$ cat src/rtl/cfgld_pkg.sv
package cfgld_pkg;
  typedef enum logic [1:0] {
    LD_OFF  = 2'd0,
    LD_INIT = 2'd1,
    LD_LOAD = 2'd2,
    LD_DONE = 2'd3
  } ld_state_t;

  localparam int STAT_INIT_BIT  = 1;
  localparam int STAT_TXRDY_BIT = 2;
  localparam int STAT_VER_LSB   = 12;
  localparam int STAT_VER_W     = 4;
endpackage

$ cat src/rtl/cfgld_init_timer.sv
module cfgld_init_timer #(
  parameter int CYCLES = 20
) (
  input  logic clk,
  input  logic rst_n,
  input  logic restart,
  input  logic run,
  output logic expired
);
  localparam int CW = $clog2(CYCLES + 1);
  localparam logic [CW-1:0] START = CW'(CYCLES - 1);

  logic [CW-1:0] cnt_q;

  always_ff @(posedge clk or negedge rst_n) begin
    if (!rst_n) begin
      cnt_q <= START;
    end else if (restart) begin
      cnt_q <= START;
    end else if (run && cnt_q != '0) begin
      cnt_q <= cnt_q - 1'b1;
    end
  end

  assign expired = run && (cnt_q == '0);
endmodule

$ cat src/rtl/cfgld_serializer.sv
module cfgld_serializer #(
  parameter int W = 16
) (
  input  logic         clk,
  input  logic         rst_n,
  input  logic         flush,
  input  logic         load,
  input  logic [W-1:0] load_word,
  input  logic         bit_ready,
  output logic         bit_valid,
  output logic         bit_data,
  output logic         word_end
);
  localparam int CW = $clog2(W + 1);

  logic [W-1:0]  shreg_q;
  logic [CW-1:0] left_q;
  logic          fire;

  assign bit_valid = (left_q != '0);
  assign bit_data  = shreg_q[W-1];
  assign fire      = bit_valid && bit_ready;
  assign word_end  = fire && (left_q == CW'(1));

  always_ff @(posedge clk or negedge rst_n) begin
    if (!rst_n) begin
      shreg_q <= '0;
      left_q  <= '0;
    end else if (flush) begin
      shreg_q <= '0;
      left_q  <= '0;
    end else if (load && !bit_valid) begin
      shreg_q <= load_word;
      left_q  <= CW'(W);
    end else if (fire) begin
      shreg_q <= {shreg_q[W-2:0], 1'b0};
      left_q  <= left_q - 1'b1;
    end
  end
endmodule

$ cat src/rtl/cfgld_word_tally.sv
module cfgld_word_tally #(
  parameter int COUNT = 4
) (
  input  logic clk,
  input  logic rst_n,
  input  logic clear,
  input  logic step,
  output logic final_step
);
  localparam int CW = $clog2(COUNT + 1);
  localparam logic [CW-1:0] LAST = CW'(COUNT - 1);

  logic [CW-1:0] cnt_q;

  assign final_step = step && (cnt_q == LAST);

  always_ff @(posedge clk or negedge rst_n) begin
    if (!rst_n) begin
      cnt_q <= '0;
    end else if (clear) begin
      cnt_q <= '0;
    end else if (step && cnt_q != LAST) begin
      cnt_q <= cnt_q + 1'b1;
    end
  end
endmodule

$ cat src/rtl/cfgld_loader.sv
module cfgld_loader
  import cfgld_pkg::*;
#(
  parameter int          WORD_W      = 16,
  parameter int          INIT_CYCLES = 20,
  parameter int          WORD_COUNT  = 4,
  parameter logic [3:0]  VERSION     = 4'h5
) (
  input  logic              clk,
  input  logic              rst_n,
  input  logic              prog,
  input  logic              word_valid,
  input  logic [WORD_W-1:0] word_data,
  output logic              word_ready,
  output logic [15:0]       status,
  output logic              cfg_valid,
  output logic              cfg_bit,
  input  logic              cfg_ready,
  output logic              init,
  output logic              done
);
  ld_state_t state_q, state_d;
  logic      timer_expired;
  logic      word_end;
  logic      last_word;
  logic      accept;

  cfgld_init_timer #(.CYCLES(INIT_CYCLES)) u_timer (
    .clk     (clk),
    .rst_n   (rst_n),
    .restart (prog),
    .run     (state_q == LD_INIT),
    .expired (timer_expired)
  );

  assign word_ready = (state_q == LD_LOAD) && !cfg_valid;
  assign accept     = word_valid && word_ready;

  cfgld_serializer #(.W(WORD_W)) u_ser (
    .clk       (clk),
    .rst_n     (rst_n),
    .flush     (prog),
    .load      (accept),
    .load_word (word_data),
    .bit_ready (cfg_ready),
    .bit_valid (cfg_valid),
    .bit_data  (cfg_bit),
    .word_end  (word_end)
  );

  cfgld_word_tally #(.COUNT(WORD_COUNT)) u_tally (
    .clk        (clk),
    .rst_n      (rst_n),
    .clear      (prog),
    .step       (word_end),
    .final_step (last_word)
  );

  always_comb begin
    state_d = state_q;
    if (prog) begin
      state_d = LD_INIT;
    end else begin
      unique case (state_q)
        LD_INIT: if (timer_expired) state_d = LD_LOAD;
        LD_LOAD: if (last_word)     state_d = LD_DONE;
        default: state_d = state_q;
      endcase
    end
  end

  always_ff @(posedge clk or negedge rst_n) begin
    if (!rst_n) state_q <= LD_OFF;
    else        state_q <= state_d;
  end

  assign init = (state_q == LD_LOAD) || (state_q == LD_DONE);
  assign done = (state_q == LD_DONE);

  always_comb begin
    status = '0;
    status[STAT_INIT_BIT]  = init;
    status[STAT_TXRDY_BIT] = word_ready;
    status[STAT_VER_LSB +: STAT_VER_W] = VERSION;
  end
endmodule

$ cat config.mk
export PLATFORM = sky130hd
export DESIGN_NAME = cfgld_loader
export DESIGN_NICKNAME = d
export VERILOG_FILES = /design/src/rtl/cfgld_pkg.sv /design/src/rtl/cfgld_init_timer.sv /design/src/rtl/cfgld_serializer.sv /design/src/rtl/cfgld_word_tally.sv /design/src/rtl/cfgld_loader.sv
export SDC_FILE = /design/constraint.sdc
export NUM_CORES = 1
export LEC_CHECK = 0
export BUFFER_PORTS_ARGS = -buffer_cell sky130_fd_sc_hd__buf_4
export CORE_ASPECT_RATIO = 1.25
export CORE_MARGIN = 2
export CORE_UTILIZATION = 48
export CTS_CLUSTER_SIZE = 12
export DETAILED_ROUTE_END_ITERATION = 6
export HOLD_SLACK_MARGIN = 0.1
export PLACE_DENSITY = 0.75
export SLEW_MARGIN = 15
export SYNTH_ARGS = -nofsm -noshare
export SYNTH_HDL_FRONTEND = slang
export SYNTH_SLANG_ARGS = --single-unit
export TNS_END_PERCENT = 50
$ cat constraint.sdc
create_clock -name clk -period 2 [get_ports clk]
set_clock_uncertainty 0.1 [all_clocks]
set_input_delay 0.4 -clock clk [delete_from_list [all_inputs] [get_ports clk]]
set_output_delay 0.4 -clock clk [all_outputs]
set_load 0.05 [all_outputs]
# Yosys cells after proc, flatten, opt, wreduce, memory -nomap -nowiden
# Index checks and enable logic that the tools add are counted.
[totals] register_bits=31 inputBits=21 out_inout_bits=21 elab_cells=49
[classes] add_sub_neg=3 n_eq_ne=8 n_mux=14 reduce_logical=19
[op_table] op="$mux W16" n=3
[op_table] op="$mux W5" n=5
[op_table] op="$reduce_bool A5 Y1" n=2
[op_table] op="$sub A5 B1 Y5 const B" n=2
[op_table] op="$logic_and A1 B1 Y1" n=9
[op_table] op="$mux W2" n=3
[op_table] op="$mux W3" n=2
[op_table] op="$ne A3 B3 Y1 const B" n=2
[op_table] op="$reduce_bool A3 Y1" n=2
[op_table] op="$eq A5 B1 Y1 const B" n=1
[op_table] op="$logic_not A5 Y1" n=1
[op_table] op="$eq A2 B2 Y1 const B" n=2
[op_table] op="$pmux W2 S2" n=1
[op_table] op="$reduce_bool A2 Y1" n=2
[op_table] op="$add A3 B1 Y3 const B" n=1
[op_table] op="$eq A3 B2 Y1 const B" n=1
[op_table] op="$ne A3 B2 Y1 const B" n=1
[op_table] op="$reduce_and A3 Y1" n=1
[op_table] op="$eq A2 B1 Y1 const B" n=1
[op_table] op="$logic_not A1 Y1" n=1
[op_table] op="$logic_or A1 B1 Y1" n=1

# Logic depth before layout (Yosys ltp)
# Gate-level depths: netlist (run 1).
[logic_depth] depth_word=7 mapped_depth=7 mapped_depth_nobuf=6

# Hierarchy
# From an unflattened synthesis (run 1), not the netlist that was laid out.
[hier_totals] hier_cells=202 area_unflattened_um2=1954.4
[modules_own_cells] mod="cfgld_serializer" n_inst=1 cells_each=127 area_each_um2=1252.5 seq_area_each_um2=525.5
[modules_own_cells] mod="cfgld_init_timer" n_inst=1 cells_each=29 area_each_um2=276.5 seq_area_each_um2=128.9
[modules_own_cells] mod="cfgld_loader" n_inst=1 cells_each=30 area_each_um2=241.5 seq_area_each_um2=50.0
[modules_own_cells] mod="cfgld_word_tally" n_inst=1 cells_each=16 area_each_um2=183.9 seq_area_each_um2=75.1

# Worst setup path before layout (run 1)
# No wires, ideal clock.
[synth_path] path_kind="flip-flop to output port" start="register u_ser.left_q[2]" end="output status[2]" t_arrival_ps=1658 required_time_ps=1500 slack_ps=-158 stages_incl_launch_ff=4 path_buffers=1 cell_sequence="dfrtp_1 -> nor3_1 -> and4_1 -> buf_4"
[synth_between] elab_chain_len=3
[synth_rtl] element="from (decl)" line_no="cfgld_serializer.sv:17" rtl="logic [CW-1:0] left_q;"
[synth_rtl] element="from (signal assigned)" line_no="cfgld_serializer.sv:34" rtl="left_q <= CW'(W);"
[synth_rtl] element="from (signal assigned)" line_no="cfgld_serializer.sv:37" rtl="left_q <= left_q - 1'b1;"
[synth_rtl] element="$reduce_bool A5 Y1" line_no="cfgld_serializer.sv:20" rtl="assign bit_valid = (left_q != '0);"
[synth_rtl] element="$logic_not A1 Y1" line_no="cfgld_loader.sv:36" rtl="assign word_ready = (state_q == LD_LOAD) && !cfg_valid;"
[synth_rtl] element="$logic_and A1 B1 Y1" line_no="cfgld_loader.sv:36"
[synth_rtl] element="to (decl)" line_no="cfgld_loader.sv:15" rtl="output logic [15:0] status,"
# No other way between the ends.

# Final worst setup path (run 1)
[layout_path] start="register u_ser.left_q[3]" end="output status[2]"
# Same word-level chain as after synthesis.

==> out/metrics.cfg, run 1 <==
[run_status]
status=completed

[routing]
ant_nets=0
num_vias=1451
drcViolationCount=0
wl_um=3620
wl_per_cell_um=13.4
drtPass1Iterations=4
initialDrtViolationCount=89
via_per_inst=5.37

[power]
p_leak_nw=1.09
peakVddDrop_mv=0.711
p_per_area_nw_per_um2=1070

[final_layout]
areaGrowthSynthToFinish_pct=20.4
final_layout_size_suffix_gt1_share_pct=30.4
antenna_cells=0
layout.nets=257

[logic_synthesis]
synth-main-ff-cell=dfrtp_1
synth_area_leaders=dfrtp_1, inv_1, o221ai_2
syn-cell-area_um2=1870
ys_async_sr_fraction_pct=100
avgSynthCellArea_um2=9.49
yosysTopAreaCellShare_pct=37.5
synth-edff-count=0
yosys.cell_types.count=42
syn-instance-count=197
ys_seq_area_share_pct=41.7
yosys-top-cells-count=inv_1, dfrtp_1, nand3_1, buf_4, o221ai_2
synth_most_common_cell=inv_1
synth-seq-cells=31
synth.largest_area_cell=dfrtp_1
yosys_warnings=0

[placed_design]
place_congestion=0.787
io_buffers=27
place_hpwl_um=2480

[sta]
maxSlewHeadroom_pct=31.0
fmax_mhz=512
setup_viol=0
finalCritPeriodShare_pct=97.6
tightest_slew_ns=1.03
finalCriticalPeriod_ns=1.95
hold_slack_ns=0.269
final_max_slew_viol_count=0
tns_ns=0
final_hold_viol_count=0

[floorplan]
core_area_um2=3750
rows=25
start_util_pct=49.8
die_w_um=59.8
io_pins=42
dieArea_um2=4410
die_h_um=73.8

[critical_path]
criticalPathCategory=register to output port
worstPathMaxFanout=6
setup.worst_path.start_class=register
worstPathCellList=nor3_2, and4_4, buf_4
cp-end-kind=output port
arrival_ns=1.45
cp_slowest_stage_delay_ns=0.48
slowest_stage=dfrtp_1
worstPathRequired_ns=1.50

[clocking]
numCtsBuffers=5
path_clk_slew_ns=0.07
cts_tree=yes
clock-sinks=31
cts_root_buffer=clkbuf_8
clk_latency_ns=0.28
cts_buffer_depth=2
htree_num_levels=2

[worst_hold_path]
hp-class=primary input to register

[run]
cap_violations=0

[global_routing]
grt_pass1_vias=1423
antenna_found_initial=0
grt_pass1_wl_um=6150
grtUsageTotal_pct=18.2
grt_overflow=0
grt_max_degree=32

-- what timing repair did --
| action | 4_1_cts | 5_1_grt |
|---|---|---|
| hold endpoints to repair | 28 | 0 |
| buffers inserted | 1 | 0 |
| hold buffers | 1 | 0 |
| gates resized for setup | 2 | 7 |
| setup endpoints to repair | 3 | 15 |
| gates cloned | 0 | 0 |
-- report_power, final --
part,internal [W],switching (W)
sequential,0.000714,0.000112
combinational,0.000426,0.000610
clock,0.000313,0.000243
total,0.00145,0.000965
-- per-layer routing --
layer | GRT usage (%) | wire [um] | up-vias
met1 | 23.0 | 1630 | 698
met3 | 3.70 | 148 | 7
met5 | 0 | 0 | -
li1 | - | - | 710
met4 | 6.67 | 46 | 0
met2 | 30.2 | 1800 | 36
-- cell type report --
type | count | area [um^2]
inverters | 41 | 154
well taps | 40 | 50.0
multi-input cells | 113 | 853
fillers | 314 | 1500
clock inverters | 1 | 7.51
clock buffers | 7 | 96.3
repair buffers | 37 | 309
flip-flops and latches | 31 | 781
-- cell usage in the layout (no fill, tap or decap), types with 5 or more instances in the layout --
cell type  Yosys  routed
ha_1           7       6
buf_4         16      33
o221ai_2       9       9
conb_1         2      14
a21oi_1        6       6
inv_1         40      38
nand2_1        5       5
nor2_1         6       6
nand3_1       19      19
clkbuf_8       0       7
o221ai_1       6       6
dfrtp_1       28      27
o21ai_0        5       5
-- logic make-up (layout without fill, tap and decap cells) --
logic type	count (synthesis)	in the layout	share of synthesized area, %
other cells	2	14	0.402
simple gates	50	50	15.9
mux	4	4	2.34
flops	31	31	41.7
fa+ha+maj	7	7	4.69
compound gates	38	38	18.3
buf+inv	65	86	16.7
-- stage by stage --
step / instances / power (W) / area, um^2 / setup slack (ns) / utilization (%)
floorplan: 209 / 0.00147 / 1920 / 0.0364 / -
global placement: 260 / 0.00175 / 2100 / 0.0981 / 55.8
detailed placement: 260 / 0.00175 / 2100 / 0.0221 / 55.8
CTS: 270 / 0.00236 / 2220 / 0.0127 / 59.3
global route: 270 / 0.00257 / 2250 / -0.00674 / 60.0
finish: 270 / 0.00242 / 2250 / 0.0484 / 60.0
-- path summary, 6_finish.rpt --
| kind | to | depth (start not counted) | slack, ns | start |
|---|---|---|---|---|
| max reg2reg | u_ser.shreg_q[7]$_DFFE_PN0P_ | 7 | 0.10 | u_ser.left_q[0]$_DFFE_PN0P_ |
| max in group asynchronous | u_timer.cnt_q[0]$_DFFE_PN1P_ | 2 | 0.99 | rst_n |
| min in group asynchronous | u_ser.left_q[0]$_DFFE_PN0P_ | 2 | 0.49 | rst_n |
| min | u_ser.shreg_q[0]$_DFFE_PN0P_ | 3 | 0.27 | word_data[0] |
| min reg2reg | u_ser.shreg_q[9]$_DFFE_PN0P_ | 2 | 0.42 | u_ser.shreg_q[8]$_DFFE_PN0P_ |
| max | status[2] | 3 | 0.05 | u_ser.left_q[3]$_DFFE_PN0P_ |
-- state kept, by name (all words and copies together) (netlist names) --
| register | flops |
|---|---|
| u_ser.shreg_q | 16 |
| u_timer.cnt_q | 5 |
| u_tally.cnt_q | 3 |
| state_q | 2 |
| u_ser.left_q | 5 |
-- worst max-delay path, delay by kind of cell (launching register included) --
family                 cells  cell delay (ns)
buffers and inverters      1             0.19
DFF                        1             0.48
and+or+nand+nor            2             0.49
(Power assumes the default switching activity.)
==> run 2: changes to the inputs <==
--- a/config.mk
+++ b/config.mk
@@ -8,11 +8,12 @@
 export BUFFER_PORTS_ARGS = -buffer_cell sky130_fd_sc_hd__buf_4
 export CORE_ASPECT_RATIO = 1.25
 export CORE_MARGIN = 2
-export CORE_UTILIZATION = 48
+export CORE_UTILIZATION = 54
 export CTS_CLUSTER_SIZE = 12
 export DETAILED_ROUTE_END_ITERATION = 6
 export HOLD_SLACK_MARGIN = 0.1
-export PLACE_DENSITY = 0.75
+export MAX_ROUTING_LAYER = met4
+export PLACE_DENSITY = 0.8
 export SLEW_MARGIN = 15
 export SYNTH_ARGS = -nofsm -noshare
 export SYNTH_HDL_FRONTEND = slang
==> constraint.sdc (replaced) <==
create_clock -name clk -period 1.9 [get_ports clk]
set_clock_uncertainty 0.1 [all_clocks]
set_input_delay 0.38 -clock clk [delete_from_list [all_inputs] [get_ports clk]]
set_output_delay 0.38 -clock clk [all_outputs]
set_load 0.05 [all_outputs]
==> run 2 against run 1 <==
  * The flow now finishes with violations (setup timing)
  * Clock power is 4.9% higher
  * Wire length is 14% higher
  * Flip-flop and latch count stayed put
  * Global-route usage is 5.1 points higher
  * Combinational power is 54% higher
  * Sequential share of layout area is 2.4 points lower
  * Via count is 4.3% higher
  * Power is 26% higher
  * Utilization is 15 points higher
  * Die area is 10% lower
  * Cell area is 7.7% higher
  * Critical endpoint is now cfg_valid
==> out/metrics.cfg, run 2 (synthesis results as in run 1) <==
[final_layout]
regArea_um2=783  ; +0.32%
top_register=u_ser.shreg_q
fill_cells=238  ; -24%
areaGrowthSynthToFinish_pct=29.7
layout_commonest_cell=buf_4
final_cell_mix=buf_4, inv_1, dfrtp_1
layout.nets=268  ; +4.3%
multi_input_area_um2=900  ; +5.4%
top_regs=u_ser.shreg_q x16, u_ser.left_q x5, u_timer.cnt_q x5
antenna_cells=0  ; unchanged
stdcell_count=278  ; +3.0%
largest_register_ffs=16  ; unchanged
final_layout_size_suffix_gt1_share_pct=36.5  ; +6.1 points

[sta]
setup_viol=10  ; +10
maxSlewHeadroom_pct=31.5  ; +0.45 points
setup_slack_ns=-0.0797  ; -0.128 ns
final_hold_viol_count=0  ; unchanged
finalCritPeriodShare_pct=104
final_max_slew_viol_count=0  ; unchanged
tightest_slew_ns=1.03  ; -0.00676 ns
rsz0062_at_grt=yes
fmax_mhz=505
finalCriticalPeriod_ns=1.98
tns_ns=-0.183  ; -0.183 ns

[critical_path]
reg2reg_depth=8  ; +1
cp-end-kind=output port
worstPathRequired_ns=1.42  ; -0.08 ns
worstPathMaxFanout=3  ; -3
setup.worst_path.start_class=register
critical_path_buf_inv_count=4  ; +3
r2r_setup_slack_ns=-0.02  ; -0.12 ns
cpLargestDelayFamily=buffers and inverters
cp_slowest_stage_delay_ns=0.38  ; -0.10 ns
r2r_end=u_ser.shreg_q[12]$_DFFE_PN0P_
worstReg2RegStart=u_ser.left_q[0]$_DFFE_PN0P_
arrival_ns=1.50  ; +0.05 ns
criticalPathCategory=register to output port
slowest_stage=dfrtp_1
worstPathCellList=inv_2, ha_4, nor4b_4, inv_2, buf_12, buf_12

[floorplan]
die_h_um=69.8  ; -5.4%
core_area_um2=3250  ; -13%
io_pins=42  ; unchanged
dieArea_um2=3950  ; -10%
die_w_um=56.6  ; -5.3%
start_util_pct=57.5  ; +7.7 points
rows=23  ; -8.0%

[routing]
ant_nets=0  ; unchanged
via_per_inst=5.44  ; +1.3%
wl_um=4120  ; +14%
drcViolationCount=0  ; unchanged
wl_per_cell_um=14.8  ; +11%
drtPass1Iterations=4  ; unchanged
initialDrtViolationCount=40  ; -55%
num_vias=1513  ; +4.3%

[clocking]
clock-sinks=31  ; unchanged
cts_tree=yes
numCtsBuffers=5  ; unchanged
cts_root_buffer=clkbuf_8
cts_buffer_depth=2  ; unchanged
clk_latency_ns=0.29  ; about the same
path_clk_slew_ns=0.06  ; about the same
htree_num_levels=2  ; unchanged

[worst_hold_path]
hp-class=primary input to register
whs_endpoint=u_ser.left_q[1]$_DFFE_PN0P_
hp-start=cfg_ready
hold_depth=2  ; -1

[power]
peakVddDrop_mv=1.22  ; +72%
p_per_area_nw_per_um2=1260  ; +17%
p_leak_nw=1.17  ; +6.7%

[placed_design]
dpl.cell_count=261  ; +0.38%
place_hpwl_um=2600  ; +4.9%
place_congestion=0.785  ; -0.22%
io_buffers=27  ; unchanged

[global_routing]
grtUsageTotal_pct=23.3  ; +5.1 points
grt_pass1_vias=1542  ; +8.4%
antenna_found_initial=0  ; unchanged
grt_max_degree=32  ; unchanged
grt_overflow=0  ; unchanged
grt_pass1_wl_um=6930  ; +13%

[run_status]
status=complete, but fails checks
failed_checks=setup timing

[run]
cap_violations=0  ; unchanged

==> run 2: cell type report <==
type                            instances  area share [%]
Clock buffer                            8            4.13
Inverter                               41            6.35
Multi-Input combinational cell        113            37.1
Sequential cell                        31            32.3
Tap cell                               37            1.91
Timing Repair Buffer                   48            18.2
==> run 2: worst max-delay path by stage <==
stage	end	depth (start not counted)	slack, ns	from
after floorplan	status[2]	3	-0.02	u_ser.left_q[2]$_DFFE_PN0P_
after global placement	u_tally.cnt_q[0]$_DFFE_PN0P_	5	0.04	u_ser.left_q[1]$_DFFE_PN0P_
after detailed placement	u_ser.shreg_q[12]$_DFFE_PN0P_	7	0.001	u_ser.left_q[1]$_DFFE_PN0P_
after CTS	cfg_valid	6	-0.1	u_ser.left_q[1]$_DFFE_PN0P_
after global routing	cfg_valid	6	-0.16	u_ser.left_q[1]$_DFFE_PN0P_
final	cfg_valid	6	-0.08	u_ser.left_q[0]$_DFFE_PN0P_
==> run 2: layer usage <==
layer  up-vias  share of wire [%]  GRT usage, %  wire length, um
li1        732                  -             -                -
met1       740                 41          25.7             1670
met2        31                 53          39.8             2190
met3        10                4.0          5.60              164
met4         0                2.3          8.99               96
met5         -                  0             -                0
==> run 2: report_power, final <==
part,switching (W),internal [W]
Clock,0.000252,0.000330
Sequential,0.000106,0.000756
Combinational,0.000739,0.000863
Total,0.00110,0.00195
==> run 2: metrics by stage <==
stage	setup slack, ns	power [W]	hold WS [ns]	cell area (um^2)	util (%)
final	-0.0797	0.00305	0.286	2420	74.5
after global routing	-0.157	0.00320	0.290	2420	74.5
after CTS	-0.0962	0.00297	0.279	2390	73.6
after detailed placement	0.00127	0.00187	0.236	2110	64.9
after global placement	0.0412	0.00185	0.237	2110	64.9
after floorplan	-0.0176	0.00156	-0.0156	1920	-
==> run 2: repair_timing <==
item,4_1_cts,5_1_grt
pin swaps,16,3
gates resized for setup,23,4
hold endpoints to repair,28,0
endpoints found under the setup margin,10,20
hold buffers,1,0
cloned,1,0
buffers inserted,5,2
==> run 3: changes to the inputs <==
--- a/config.mk
+++ b/config.mk
@@ -13,9 +13,10 @@
 export DETAILED_ROUTE_END_ITERATION = 6
 export HOLD_SLACK_MARGIN = 0.1
 export MAX_ROUTING_LAYER = met4
-export PLACE_DENSITY = 0.8
+export PLACE_DENSITY = 0.79
 export SLEW_MARGIN = 15
 export SYNTH_ARGS = -nofsm -noshare
 export SYNTH_HDL_FRONTEND = slang
+export SYNTH_HIERARCHICAL = 1
 export SYNTH_SLANG_ARGS = --single-unit
-export TNS_END_PERCENT = 50
+export TNS_END_PERCENT = 1
==> run 3 against run 2 <==
  * Die area up 4.3%
  * Maximum frequency down 9.6%
  * The flow still finishes with violations (setup timing)
  * Largest power group unchanged
  * Cell count up 4.0%
  * Synthesized area up 4.6%
  * Largest cell class unchanged
==> out/metrics.cfg, run 3 <==
[run_status]
failed_checks=setup timing
status=complete, but fails checks

[logic_synthesis]
synth-main-ff-cell=dfrtp_1
synth_most_common_cell=dfrtp_1
synth.largest_area_cell=dfrtp_1
yosys.cell_types.count=44  ; +4.8%
synth_area_leaders=dfrtp_1, buf_4, a311oi_2
ys_seq_area_share_pct=39.9  ; -1.8 points
ys_async_sr_fraction_pct=100  ; unchanged
yosys_warnings=6  ; +6
avgSynthCellArea_um2=9.68  ; +2.0%
yosysTopAreaCellShare_pct=35.9  ; -1.6 points
synth-seq-cells=31  ; unchanged
yosys-top-cells-count=dfrtp_1, buf_4, nand3_1, nor3_1, o21ai_1
synth-edff-count=0  ; unchanged
syn-instance-count=202  ; +2.5%
syn-cell-area_um2=1950  ; +4.6%

[final_layout]
top_register=u_ser/shreg_q
layout_commonest_cell=buf_4
largest_register_ffs=16  ; unchanged
final_layout_size_suffix_gt1_share_pct=45.6  ; +9.1 points
areaGrowthSynthToFinish_pct=33.2
final_cell_area_um2=2600  ; +7.4%
antenna_cells=0  ; unchanged
final_cell_mix=buf_4, dfrtp_1, nand3_1
final_core_util_pct=74.7  ; +0.22 points
top_regs=u_ser/shreg_q x16, u_ser/left_q x5, u_timer/cnt_q x5
fill_cells=249  ; +4.6%
regArea_um2=779  ; -0.48%
layout.nets=276  ; +3.0%
multi_input_area_um2=1160  ; +29%

[clocking]
clock-sinks=31  ; unchanged
cts_root_buffer=clkbuf_8
cts_buffer_depth=2  ; unchanged
htree_num_levels=2  ; unchanged
cts_tree=yes
numCtsBuffers=5  ; unchanged
clk_latency_ns=0.30  ; about the same
path_clk_slew_ns=0.06  ; about the same

[routing]
num_vias=1701  ; +12%
wl_um=4580  ; +11%
drcViolationCount=0  ; unchanged
initialDrtViolationCount=48  ; +20%
ant_nets=0  ; unchanged
via_per_inst=5.89  ; +8.1%
wl_per_cell_um=15.9  ; +6.9%
drtPass1Iterations=4  ; unchanged

[placed_design]
place_area_um2=2310  ; +9.7%
place_hpwl_um=3010  ; +16%
place_congestion=0.831  ; +5.8%
io_buffers=27  ; unchanged

[critical_path]
worstPathRequired_ns=1.42  ; about the same
worstReg2RegStart=u_ser/left_q[1]$_DFFE_PN0P_
cp-end-kind=output port
crit_top_cell=inv_2
arrival_ns=1.71  ; +0.21 ns
cp_slowest_stage_delay_ns=0.39  ; about the same
slowest_stage=dfrtp_1
worstPathMaxFanout=2  ; -1
worstPathCellList=inv_2, ha_4, nor4b_4, inv_2, nor3b_4, buf_6, buf_8
setup.worst_path.start_class=register
crit_start=u_ser/left_q[0]$_DFFE_PN0P_
criticalPathCategory=register to output port

[sta]
finalCritPeriodShare_pct=115  ; +11 points
fmax_mhz=457  ; -9.6%
finalCriticalPeriod_ns=2.19  ; +0.211 ns
tns_ns=-3.22  ; -3.04 ns
setup_slack_ns=-0.291  ; -0.211 ns
setup_viol=26  ; +16
final_hold_viol_count=0  ; unchanged
final_max_slew_viol_count=0  ; unchanged
rsz0062_at_grt=yes

[power]
p_per_area_nw_per_um2=1310  ; +3.9%
p_leak_nw=1.16  ; -0.85%
peakVddDrop_mv=1.35  ; +10%

[global_routing]
antenna_found_initial=0  ; unchanged
grt_overflow=0  ; unchanged
grt_max_degree=36  ; +13%
grt_pass1_vias=1683  ; +9.1%
grt_pass1_wl_um=7660  ; +11%
grtUsageTotal_pct=24.9  ; +1.7 points

[floorplan]
die_h_um=71.3  ; +2.1%
die_w_um=57.8  ; +2.1%
start_util_pct=56.1  ; -1.4 points
io_pins=42  ; unchanged
rows=24  ; +4.3%
dieArea_um2=4120  ; +4.3%
core_area_um2=3480  ; +7.1%

[run]
cap_violations=0  ; unchanged

[worst_hold_path]
hp-class=primary input to register
hp-start=cfg_ready

## run 3: changes by cell type after synthesis, moves of 9 or more
| cell | previous run | this run |
|---|---|---|
| a311oi_2 | 0 | 9 |
| inv_1 | 40 | 5 |
| nor3_1 | 2 | 17 |
| o21ai_1 | 0 | 15 |
| o221ai_2 | 9 | 0 |
## run 3: where the power goes
group / internal, W / switching (W) / total [W]
Clock: 0.000424 / 0.000258 / 0.000682
Sequential: 0.000725 / 0.0000517 / 0.000777
Combinational: 0.000758 / 0.00118 / 0.00194
Total: 0.00191 / 0.00149 / 0.00340
## run 3: cell type report
type,count,area share (%)
Sequential cell,31,29.9
Multi-Input combinational cell,147,44.5
Timing Repair Buffer,57,18.1
Inverter,7,1.01
Clock inverter,2,1.35
Tap cell,39,1.87
Clock buffer,6,3.17
## run 3: final timing paths
check                           slack [ns]                            to  cells past startpoint
worst max-delay path                 -0.29                    word_ready                      7
max in group asynchronous             0.92  u_timer/cnt_q[4]$_DFFE_PN1P_                      2
worst min-delay path                  0.30   u_ser/left_q[0]$_DFFE_PN0P_                      3
min in group asynchronous             0.46  u_tally/cnt_q[0]$_DFFE_PN0P_                      2
worst max register to register       -0.18  u_tally/cnt_q[2]$_DFFE_PN0P_                     10
worst min register to register        0.43  u_timer/cnt_q[4]$_DFFE_PN1P_                      1
## run 3: cell families (layout without fill, tap and decap cells)
logic type / count (synthesis) / count (layout) / share of synthesized area, %
buffers and inverters: 36 / 72 / 11.5
XOR/XNOR: 1 / 1 / 0.448
flip-flops: 31 / 31 / 39.9
multiplexers: 3 / 3 / 1.60
AO/OA/AOI/OAI: 50 / 50 / 20.1
AND/OR/NAND/NOR: 73 / 73 / 22.2
adder cells (fa/ha/maj): 6 / 6 / 3.84
other: 2 / 14 / 0.384
## run 3: repair_timing
item                                   in CTS  in global routing
pin swaps                                   4                  3
buffers inserted                            2                  3
endpoints found under the hold margin      28                  0
setup endpoints to repair                  26                 27
hold buffers                                1                  0
gates resized for setup                    18                  9
## run 3: metal layers
| layer | GRT usage [%] | vias to the layer above | wire, um |
|---|---|---|---|
| met5 | - | - | 0 |
| met4 | 6.72 | 0 | 49 |
| met3 | 6.50 | 6 | 230 |
| met2 | 40.8 | 45 | 2430 |
| met1 | 30.4 | 849 | 1870 |
| li1 | - | 801 | - |
## run 3: through the flow
stage / setup WS (ns) / hold WS (ns) / cells / power, W
2_1_floorplan: -0.839 / -0.0156 / 214 / 0.00205
3_3_place_gp: -0.0778 / 0.236 / 275 / 0.00238
3_5_place_dp: -0.173 / 0.236 / 275 / 0.00240
4_1_cts: -0.261 / 0.291 / 286 / 0.00323
5_1_grt: -0.360 / 0.314 / 289 / 0.00359
6_report: -0.291 / 0.297 / 289 / 0.00340
## run 3: worst max-delay path: cells and delay by family (launching register included)
family | cells | cell delay (ns)
AND/OR/NAND/NOR | 2 | 0.46
flip-flops | 1 | 0.39
adder cells (fa/ha/maj) | 1 | 0.13
buffers and inverters | 4 | 0.44
